## config.mk

```make
export PLATFORM = sky130hd
export DESIGN_NAME = dma_xfer_seq
export DESIGN_NICKNAME = d
export VERILOG_FILES = /design/src/rtl/dma_seq_pkg.sv /design/src/rtl/dma_seq_ctrl.sv /design/src/rtl/dma_chan_regs.sv /design/src/rtl/dma_xfer_seq.sv
export SDC_FILE = /design/constraint.sdc
export NUM_CORES = 1
export LEC_CHECK = 0
export ABC_AREA = 1
export BUFFER_PORTS_ARGS = -buffer_cell sky130_fd_sc_hd__buf_4
export CORE_MARGIN = 2
export CORE_UTILIZATION = 45
export CTS_BUF_LIST = sky130_fd_sc_hd__clkbuf_16
export CTS_CLUSTER_SIZE = 25
export DETAILED_ROUTE_END_ITERATION = 12
export MAX_ROUTING_LAYER = met4
export PLACE_DENSITY = 0.71
export REMOVE_ABC_BUFFERS = 1
export SLEW_MARGIN = 20
export SYNTH_ARGS = -nofsm -noshare
export SYNTH_HDL_FRONTEND = slang
export SYNTH_SLANG_ARGS = --single-unit
```

## constraint.sdc

```tcl
create_clock -name clk -period 3.2 [get_ports clk]
set_input_delay 0.16 -clock clk [delete_from_list [all_inputs] [get_ports clk]]
set_output_delay 0.16 -clock clk [all_outputs]
set_load 0.05 [all_outputs]
```

## src/rtl/dma_seq_pkg.sv

```systemverilog
package dma_seq_pkg;

  typedef enum logic [1:0] {
    XF_VERIFY  = 2'b00,
    XF_WRITE   = 2'b01,
    XF_READ    = 2'b10,
    XF_ILLEGAL = 2'b11
  } xfer_e;

  typedef enum logic [1:0] {
    PH_IDLE  = 2'b00,
    PH_READ  = 2'b01,
    PH_WRITE = 2'b10
  } phase_e;

  localparam int MODE_W        = 4;
  localparam int MODE_DEC_BIT  = 2;
  localparam int MODE_AUTO_BIT = 3;

  function automatic xfer_e mode_xfer(input logic [MODE_W-1:0] m);
    return xfer_e'(m[1:0]);
  endfunction

  function automatic logic mode_dec(input logic [MODE_W-1:0] m);
    return m[MODE_DEC_BIT];
  endfunction

  function automatic logic mode_auto(input logic [MODE_W-1:0] m);
    return m[MODE_AUTO_BIT];
  endfunction

endpackage

```

## src/rtl/dma_seq_ctrl.sv

```systemverilog
module dma_seq_ctrl
  import dma_seq_pkg::*;
#(
  parameter int NCH = 4,
  localparam int CHW = (NCH > 1) ? $clog2(NCH) : 1
) (
  input  logic           clk,
  input  logic           rst_n,
  input  logic           step,
  input  logic [CHW-1:0] svc_chan,
  input  logic [NCH-1:0] mask,
  output logic           ph_rd,
  output logic           ph_wr,
  output logic           busy,
  output logic           start_ev,
  output logic [CHW-1:0] act_chan
);

  phase_e         ph_q, ph_d;
  logic [CHW-1:0] chan_q;

  // A step starts a transfer only from idle and only for an unmasked channel.
  assign start_ev = (ph_q == PH_IDLE) && step && !mask[svc_chan];

  always_comb begin
    ph_d = ph_q;
    unique case (ph_q)
      PH_IDLE:  if (start_ev) ph_d = PH_READ;
      PH_READ:  ph_d = PH_WRITE;
      PH_WRITE: ph_d = PH_IDLE;
      default:  ph_d = PH_IDLE;
    endcase
  end

  always_ff @(posedge clk) begin
    if (!rst_n) begin
      ph_q   <= PH_IDLE;
      chan_q <= '0;
    end else begin
      ph_q <= ph_d;
      if (start_ev) chan_q <= svc_chan;
    end
  end

  assign ph_rd    = (ph_q == PH_READ);
  assign ph_wr    = (ph_q == PH_WRITE);
  assign busy     = ph_rd || ph_wr;
  assign act_chan = chan_q;

endmodule

```

## src/rtl/dma_chan_regs.sv

```systemverilog
module dma_chan_regs
  import dma_seq_pkg::*;
#(
  parameter int AW  = 16,
  parameter int CW  = 16,
  parameter int PGB = 8
) (
  input  logic              clk,
  input  logic              rst_n,
  input  logic              cfg_go,
  input  logic [MODE_W-1:0] cfg_mode,
  input  logic [AW-1:0]     cfg_addr,
  input  logic [CW-1:0]     cfg_cnt,
  input  logic              adv,
  output xfer_e             xf_o,
  output logic [AW-1:0]     addr_o,
  output logic [CW-1:0]     cnt_o,
  output logic              mask_o,
  output logic              tc_o,
  output logic              hflag_o,
  output logic              tc_ev_o
);

  logic [MODE_W-1:0] mode_q;
  logic [AW-1:0]     base_a, cur_a, a_next;
  logic [CW-1:0]     base_c, cur_c, c_next;
  logic              mask_q, tc_q, hf_q;
  logic              dec, autold, wrap;

  // Address moves by one in the direction the mode selects, wrapping freely.
  function automatic logic [AW-1:0] addr_step(input logic [AW-1:0] a, input logic down);
    return down ? (a - 1'b1) : (a + 1'b1);
  endfunction

  // The page flag marks an address that has just left its 2^PGB block.
  function automatic logic page_cross(input logic [AW-1:0] a_new, input logic down);
    return down ? (a_new[PGB-1:0] == {PGB{1'b1}}) : (a_new[PGB-1:0] == {PGB{1'b0}});
  endfunction

  // Terminal count: the count has rolled under zero.
  function automatic logic cnt_rolled(input logic [CW-1:0] c_new);
    return c_new == {CW{1'b1}};
  endfunction

  assign dec     = mode_dec(mode_q);
  assign autold  = mode_auto(mode_q);
  assign a_next  = addr_step(cur_a, dec);
  assign c_next  = cur_c - 1'b1;
  assign wrap    = cnt_rolled(c_next);
  assign tc_ev_o = adv && wrap;

  always_ff @(posedge clk) begin
    if (!rst_n) begin
      mode_q <= '0;
      base_a <= '0;
      base_c <= '0;
      cur_a  <= '0;
      cur_c  <= '0;
      mask_q <= 1'b1;
      tc_q   <= 1'b0;
      hf_q   <= 1'b0;
    end else if (cfg_go) begin
      mode_q <= cfg_mode;
      base_a <= cfg_addr;
      cur_a  <= cfg_addr;
      base_c <= cfg_cnt;
      cur_c  <= cfg_cnt;
      mask_q <= 1'b0;
      tc_q   <= 1'b0;
      hf_q   <= 1'b0;
    end else if (adv) begin
      if (wrap) tc_q <= 1'b1;
      if (wrap && autold) begin
        cur_a <= base_a;
        cur_c <= base_c;
        hf_q  <= 1'b1;
      end else begin
        cur_a <= a_next;
        cur_c <= c_next;
        hf_q  <= page_cross(a_next, dec);
        if (wrap) mask_q <= 1'b1;
      end
    end
  end

  assign xf_o    = mode_xfer(mode_q);
  assign addr_o  = cur_a;
  assign cnt_o   = cur_c;
  assign mask_o  = mask_q;
  assign tc_o    = tc_q;
  assign hflag_o = hf_q;

endmodule

```

## src/rtl/dma_xfer_seq.sv

```systemverilog
module dma_xfer_seq
  import dma_seq_pkg::*;
#(
  parameter int NCH = 4,
  parameter int AW  = 16,
  parameter int CW  = 16,
  parameter int DW  = 8,
  parameter int PGB = 8,
  localparam int CHW = (NCH > 1) ? $clog2(NCH) : 1
) (
  input  logic              clk,
  input  logic              rst_n,
  input  logic              cfg_we,
  input  logic [CHW-1:0]    cfg_chan,
  input  logic [MODE_W-1:0] cfg_mode,
  input  logic [AW-1:0]     cfg_addr,
  input  logic [CW-1:0]     cfg_cnt,
  input  logic              step,
  input  logic [CHW-1:0]    svc_chan,
  input  logic [DW-1:0]     mem_rdata,
  input  logic [DW-1:0]     io_rdata,
  output logic              mem_rd,
  output logic              mem_wr,
  output logic              io_rd,
  output logic              io_wr,
  output logic [CHW-1:0]    act_chan,
  output logic [AW-1:0]     bus_addr,
  output logic [DW-1:0]     wr_data,
  output logic              busy,
  input  logic [CHW-1:0]    peek_chan,
  output logic [AW-1:0]     peek_addr,
  output logic [CW-1:0]     peek_cnt,
  output logic [NCH-1:0]    tc_status,
  output logic [NCH-1:0]    mask,
  output logic [NCH-1:0]    hi_chg
);

  logic          ph_rd, ph_wr, start_ev;
  logic          cfg_go;
  logic          adv_ev;
  logic          tc_ev;
  xfer_e         xf_act;
  logic [DW-1:0] temp_q;

  xfer_e         ch_xf   [NCH];
  logic [AW-1:0] ch_addr [NCH];
  logic [CW-1:0] ch_cnt  [NCH];
  logic [NCH-1:0] ch_tcev;

  dma_seq_ctrl #(.NCH(NCH)) u_ctrl (
    .clk      (clk),
    .rst_n    (rst_n),
    .step     (step),
    .svc_chan (svc_chan),
    .mask     (mask),
    .ph_rd    (ph_rd),
    .ph_wr    (ph_wr),
    .busy     (busy),
    .start_ev (start_ev),
    .act_chan (act_chan)
  );

  // Configuration is refused while a transfer is in flight.
  assign cfg_go = cfg_we && !busy;
  assign xf_act = ch_xf[act_chan];
  // A channel advances at the end of the write phase unless its type is illegal.
  assign adv_ev = ph_wr && (xf_act != XF_ILLEGAL);

  for (genvar i = 0; i < NCH; i++) begin : g_ch
    logic sel_cfg, sel_adv;
    assign sel_cfg = cfg_go && (cfg_chan == CHW'(i));
    assign sel_adv = adv_ev && (act_chan == CHW'(i));

    dma_chan_regs #(.AW(AW), .CW(CW), .PGB(PGB)) u_regs (
      .clk      (clk),
      .rst_n    (rst_n),
      .cfg_go   (sel_cfg),
      .cfg_mode (cfg_mode),
      .cfg_addr (cfg_addr),
      .cfg_cnt  (cfg_cnt),
      .adv      (sel_adv),
      .xf_o     (ch_xf[i]),
      .addr_o   (ch_addr[i]),
      .cnt_o    (ch_cnt[i]),
      .mask_o   (mask[i]),
      .tc_o     (tc_status[i]),
      .hflag_o  (hi_chg[i]),
      .tc_ev_o  (ch_tcev[i])
    );
  end

  assign tc_ev = |ch_tcev;

  // Strobe decode: the type picks which side is read and which is written.
  assign mem_rd = ph_rd && (xf_act == XF_READ);
  assign io_rd  = ph_rd && (xf_act == XF_WRITE);
  assign mem_wr = ph_wr && (xf_act == XF_WRITE);
  assign io_wr  = ph_wr && (xf_act == XF_READ);

  assign bus_addr = busy ? ch_addr[act_chan] : '0;

  always_ff @(posedge clk) begin
    if (!rst_n) begin
      temp_q <= '0;
    end else if (io_rd) begin
      temp_q <= io_rdata;
    end else if (mem_rd) begin
      temp_q <= mem_rdata;
    end
  end

  assign wr_data   = temp_q;
  assign peek_addr = ch_addr[peek_chan];
  assign peek_cnt  = ch_cnt[peek_chan];

endmodule

```

== Yosys cells after proc, flatten, opt, wreduce, memory -nomap -nowiden ==
Cells that the tools add are included.

* Add/sub/neg operators: 12
* Magnitude comparators: 3
* Bitwise logic cells: 3
* Reduce and logical (&&, ||, !) cells: 51
* Eq/ne operators: 24
* Mux-type cells: 71

{| class="wikitable"
|+ Operators with widths
! cell !! count
|-
| two-way mux 16 bit || 35
|-
| subtractor 16 x 1 -> 16 bit, second input constant || 8
|-
| binary-select mux 16 bit (select 2 bit) || 3
|-
| adder 16 x 1 -> 16 bit, second input constant || 4
|-
| equality test 16 bit, second input constant || 4
|-
| equality test 8 bit, second input constant || 4
|-
| logical NOT 8 bit || 4
|-
| two-way mux 1 bit || 25
|-
| logical AND 1 bit || 20
|-
| nonzero test 2 bit || 9
|-
| two-way mux 8 bit || 2
|-
| equality test 2 bit, second input constant || 6
|-
| inequality test 2 bit, second input constant || 6
|-
| AND reduction 3 bit || 4
|-
| equality test 2 x 1 -> 1 bit, second input constant || 4
|-
| AND reduction 2 bit || 4
|-
| OR reduction 2 bit || 4
|-
| >= comparator 3 bit, second input constant || 2
|-
| logical NOT 2 bit || 3
|-
| two-way mux 2 bit || 3
|-
| inverter 2 -> 3 bit || 2
|-
| binary-select mux 2 bit (select 2 bit) || 1
|-
| one-hot mux 2 bit (2 select lines) || 1
|-
| < comparator 2 x 3 -> 1 bit, second input constant || 1
|-
| 4 further kinds || 5
|}

* Bits of input ports: 62
* Register bits: 296
* Output and inout bits: 75
* Word-level logic and storage cells: 199

== Logic depth before layout (Yosys ltp) ==
* Word-level depth: 9
* Mapped depth: 17
* Gate-level depth less buffers: 16

== By module ==
A second synthesis with hierarchy kept.

* Cells, all modules: 2,980
* Area, all modules: 19,972.9 um^2

{| class="wikitable"
|+ Modules (own cells, without submodules)
! module !! area an instance (um^2) !! times used !! cells each !! sequential area each (um^2)
|-
| dma_chan_regs at g_ch[1].u_regs ... || 4,418.0 || 3 || 638 || 1,421.4
|-
| dma_chan_regs at g_ch[0].u_regs || 4,330.4 || 1 || 635 || 1,421.4
|-
| dma_xfer_seq || 2,093.3 || 1 || 390 || 160.2
|-
| dma_seq_ctrl || 295.3 || 1 || 41 || 80.1
|}

== Least setup slack after synthesis ==
OpenSTA, ideal clock, no wires.

* Path kind: reg-to-reg
* From: register u_ctrl.chan_q[1] (netlist: u_ctrl.act_chan[1])
* To: register temp_q[0] (netlist: wr_data[0])
* Cell stages (with the launch flop): 16
* Slack: 0.411 ns
* Data arrival time: 2.719 ns
* Data required time: 3.130 ns
* Period minus slack after synthesis: 2.789 ns
* Library setup time: 0.070 ns
* Path buffers: 1
* Cell sequence: dfxtp_1 > buf_4 > nand2_2 > inv_2 > nand2_1 > nand4_2 > inv_1 > nor2_1 > inv_1 > nor2_1 > inv_1 > nand2_2 > o21ai_0 > inv_1 > o21ai_0 > a21oi_1

* Word-level cells in the longest chain between the ends: 7
* Elaborated cells between the ends (all ways): 10
* Classes of those cells: eq/ne: 2; mux: 4; bitwise: 1; reduce/logical: 3

{| class="wikitable"
|+ Ends and longest elaborated chain
! element !! RTL line !! RTL
|-
| from (decl) || dma_seq_ctrl.sv:20 || <nowiki>logic [CHW-1:0] chan_q;</nowiki>
|-
| from (signal assigned) || dma_seq_ctrl.sv:41 || <nowiki>if (start_ev) chan_q <= svc_chan;</nowiki>
|-
| inverter 2 -> 3 bit (implied by the code) || dma_xfer_seq.sv:65 || <nowiki>assign xf_act = ch_xf[act_chan];</nowiki>
|-
| binary-select mux 2 bit (select 2 bit) || dma_xfer_seq.sv:65 ||
|-
| two-way mux 2 bit (implied by the code) (2 in series) || dma_xfer_seq.sv:65 ||
|-
| equality test 2 bit || dma_xfer_seq.sv:95 || <nowiki>assign mem_rd = ph_rd && (xf_act == XF_READ);</nowiki>
|-
| logical AND 1 bit || dma_xfer_seq.sv:95 ||
|-
| via mem_rd || dma_xfer_seq.sv:22 || <nowiki>output logic mem_rd,</nowiki>
|-
| nonzero test 2 bit (no source line) || -- ||
|-
| to (signal assigned) || dma_xfer_seq.sv:106 || <nowiki>temp_q <= io_rdata;</nowiki>
|-
| to (signal assigned) || dma_xfer_seq.sv:108 || <nowiki>temp_q <= mem_rdata;</nowiki>
|-
| to (decl) || dma_xfer_seq.sv:43 || <nowiki>logic [DW-1:0] temp_q;</nowiki>
|}

The timed path passes the listed nets, and every way through them passes these cells. The select of a mux whose other input is x is not followed.
A chain may end at the register's enable or synchronous reset.

== Worst setup path in the final report ==
* From: register u_ctrl.chan_q[1] (netlist: u_ctrl.act_chan[1])
* To: register temp_q[6] (netlist: wr_data[6])

* Word-level cells in the longest chain between the ends: 7
* Elaborated cells between the ends (all ways): 10
* Classes of those cells: eq/ne: 2; mux: 4; bitwise: 1; reduce/logical: 3

{| class="wikitable"
|+ Ends and longest elaborated chain
! element !! RTL line
|-
| inverter 2 -> 3 bit (implied by the code) * || dma_xfer_seq.sv:65
|-
| binary-select mux 2 bit (select 2 bit) * || dma_xfer_seq.sv:65
|-
| two-way mux 2 bit (implied by the code) * (2 in series) || dma_xfer_seq.sv:65
|-
| equality test 2 x 1 -> 1 bit or equality test 2 bit (tied branches) || dma_xfer_seq.sv:96, dma_xfer_seq.sv:95
|-
| logical AND 1 bit, on equally long branches || dma_xfer_seq.sv:96, dma_xfer_seq.sv:95
|-
| two-way mux 8 bit or nonzero test 2 bit (tied branches) || --
|}

Mark *: on every way between the ends. The rest lies on a longest branch, timed or not. The select of a mux whose other input is x is not followed.

==> flow_summary.json <==
{
  "critPathMaxFanout": 17,
  "antenna_found_initial": 0,
  "syn_area_um2": 19600,
  "worst-path-buf-inv": 6,
  "cts_tree": "yes",
  "grt-busiest-layer": "met2",
  "grt_pass1_vias": 19300,
  "fp.dieW_um": 213,
  "worst_pin_slew_ns": 0.932,
  "synth_edf_count": 0,
  "relSlewSlack": 0.379,
  "via_count": 21100,
  "rr_endpoint": "wr_data[6]",
  "dr.pass1.iters": 6,
  "hold_viol": 0,
  "end_kind": "register",
  "post-dp-hpwl_um": 49800,
  "ys.warnings.count": 0,
  "ant_nets": 0,
  "drc_errors": 0,
  "seq_area_frac_synth": 0.302,
  "critPathKind": "register to register",
  "finalInstanceArea_um2": 22900,
  "core-area_um2": 43100,
  "numCtsBuffers": 36,
  "layout_common_cells": "712 x nand2_1, 424 x inv_1, 317 x nor2_1",
  "viasPerCell": 5.47,
  "grt_pass1_wl_um": 106000,
  "arrival_ns": 3.44,
  "io_buffers": 136,
  "grt_setup_unrepaired": "false",
  "reg2reg_setup_slack_ns": 0.20,
  "cp.depth": 14,
  "htree_levels": 2,
  "slowest_delay_ns": 0.61,
  "grt.total_usage": 0.307,
  "grtUsageMet1": 0.397,
  "fin_util": 0.531,
  "drt-total-wl_um": 67900,
  "area.growth.synth_to_final_pct": 16.4,
  "crit_family": "buffers and inverters",
  "rr_worst_depth": 14,
  "max_freq_ghz": 0.333,
  "post_cts_resize_count": 0,
  "finalPower_mw": 15.6,
  "slowest_stage": "dfxtp_1",
  "syn-instance-count": 3119,
  "syn_avg_cell_area_um2": 6.30,
  "clockBufferDepth": 3,
  "r2r-start": "u_ctrl.act_chan[1]",
  "grt_util_met2": 0.460,
  "gp_congestion": 0.998,
  "drt_iter0_markers": 1920,
  "insertion_delay_ns": 0.56,
  "status": "completed",
  "cts.clk_slew.worst_paths_ns": 0.06,
  "pwr_density_cell_nw_per_um2": 682,
  "crit_top_cell": "inv_1",
  "start_util": 0.456,
  "ir_drop_mv": 0.444,
  "nets": 3382,
  "place_ws_ns": 0.500,
  "wire_per_inst_um": 17.6,
  "p_leak_nw": 10.3,
  "cts-root-buf": "clkbuf_16",
  "grtUsageMet3": 0.0406,
  "setup_ws_ns": 0.196,
  "fp.dieArea_um2": 45300,
  "hold_end": "wr_data[3]",
  "grt_start_max_net_pins": 210,
  "holdPathStages": 5,
  "ys_types": 52,
  "setup_violations": 0,
  "clkSinkCount": 296,
  "n_antenna_cell": 0,
  "required_ns": 3.63,
  "drv_slew": 0,
  "final_common_cell": "nand2_1",
  "period_share": 0.939,
  "async_flop_share": 0,
  "cap_violations": 0,
  "hp-class": "primary input to register",
  "std_cell_rows": 76,
  "period_needed_ns": 3.00,
  "io_pins": 137,
  "finClkSkew_ns": 0.0197,
  "die_h_um": 213,
  "startpoint_type": "register",
  "hold_path.startpoint": "io_rdata[3]",
  "overflow": 0,
  "synthFlopType": "dfxtp_1",
  "synth_seq_cells": 296,
  "drive_gt1_frac": 0.103,
  "dp_cells": 3740,
  "stdcell_count": 3856,
  "placed_area_um2": 21100,
  "cp_cell_sequence": "nand2_4 > inv_2 > nand2_1 > nand4_2 > inv_1 > nor2_1 > inv_1 > nor2_1 > inv_1 > nand2_2 > inv_1 > nand2_1 > a31oi_1 > dlygate4sd3_1"
}
-- state kept, by name, indices dropped and copies added (netlist names) --
name / flops
g_ch.u_regs.addr_o: 64
g_ch.u_regs.base_a: 64
g_ch.u_regs.base_c: 64
g_ch.u_regs.cnt_o: 64
g_ch.u_regs.hflag_o: 4
g_ch.u_regs.mask_o: 4
g_ch.u_regs.mode_q: 16
g_ch.u_regs.tc_o: 4
u_ctrl.act_chan: 2
u_ctrl.ph_q: 2
wr_data: 8
-- metrics by stage --
stage	hold slack [ns]	TNS (ns)
2_1_floorplan	0.229	-338.18
3_3_place_gp	0.437	0
3_5_place_dp	0.442	0
4_1_cts	0.00444	0
5_1_grt	0.0366	0
6_report	0.0159	0
-- layout make-up --
cell class | count | area, µm²
clock buffer | 36 | 901
clock inverter | 29 | 342
fill | 4388 | 20200
inverter | 442 | 1670
multi-input combinational | 2234 | 11400
sequential | 296 | 5930
tap | 585 | 732
timing repair buffer | 234 | 1900
-- synthesized netlist by cell type (3+ instances only) --
master,number,area [µm²]
fa_1,4,80.1
inv_2,15,56.3
nor2_4,14,158
o21bai_1,13,97.6
a21o_1,9,67.6
ha_1,72,901
a221oi_1,16,140
nand3_2,5,50.1
buf_6,4,45.0
clkbuf_1,97,364
nand2_2,10,62.6
nor2_1,317,1190
buf_2,27,135
nor2_2,21,131
o21bai_2,4,45.0
inv_1,422,1580
nor3_1,19,95.1
clkinv_1,4,15.0
nand3b_1,6,45.0
nand2_1,712,2670
dfxtp_1,296,5930
o21ai_0,248,1240
a211oi_1,3,22.5
o22ai_1,85,532
xor2_1,31,272
a21oi_1,266,1330
nand2_4,3,33.8
o21ai_1,43,215
nand4_1,76,475
a31oi_1,6,37.5
and2_1,3,18.8
nand3_1,193,966
or2_0,5,31.3
a21oi_2,7,61.3
buf_4,15,113
o21a_1,6,45.0
xnor2_1,20,175
-- worst register-to-register path, delay by kind of cell (launching register included) --
kind                   cells  cell delay, ns
AO/OA/AOI/OAI              1            0.06
flip-flops                 1            0.61
buffers and inverters      6            1.11
AND/OR/NAND/NOR            7            1.11
-- cell families (layout without fill, tap and decap cells) --
group,Yosys count,in the layout,share of synthesized area
adders and majority gates,76,76,0.0499
buffers and inverters,589,741,0.119
xor gates and xnor gates,53,53,0.0244
DFF,296,296,0.302
AOI/OAI and AO/OA,711,711,0.197
and+or+nand+nor,1394,1394,0.308
-- worst max-delay path by stage --
stage                             startpoint                         to  slack, ns
after floorplan               u_ctrl.ph_q[0]   g_ch[1].u_regs.addr_o[2]      -2.58
after global placement    u_ctrl.act_chan[1]   g_ch[1].u_regs.addr_o[9]       0.58
after detailed placement  u_ctrl.act_chan[1]  g_ch[3].u_regs.addr_o[15]       0.50
after CTS                 u_ctrl.act_chan[1]                 wr_data[6]       0.22
after global routing      u_ctrl.act_chan[1]                 wr_data[6]      0.003
final                     u_ctrl.act_chan[1]                 wr_data[6]       0.20
-- layer usage --
layer	routed length (µm)	part of all wire	vias up
met3	5040	0.074	239
met4	4480	0.066	0
met5	0	0	-
met1	29200	0.43	9552
met2	29200	0.43	850
li1	-	-	10500
-- power breakdown --
group | leakage [nW] | switching (mW) | internal (mW)
registers | 2.40 | 0.415 | 4.09
logic | 7.25 | 4.63 | 2.06
clock network | 0.626 | 1.76 | 2.64
total | 10.3 | 6.81 | 8.79
-- repair_timing --
| item | in CTS | in global routing |
|---|---|---|
| endpoints found under the setup margin | 0 | 1 |
| endpoints found under the hold margin | 138 | 0 |
| hold buffers | 47 | 0 |
| setup buffers | 0 | 4 |
Note: power is estimated with default switching activity, not from simulation.
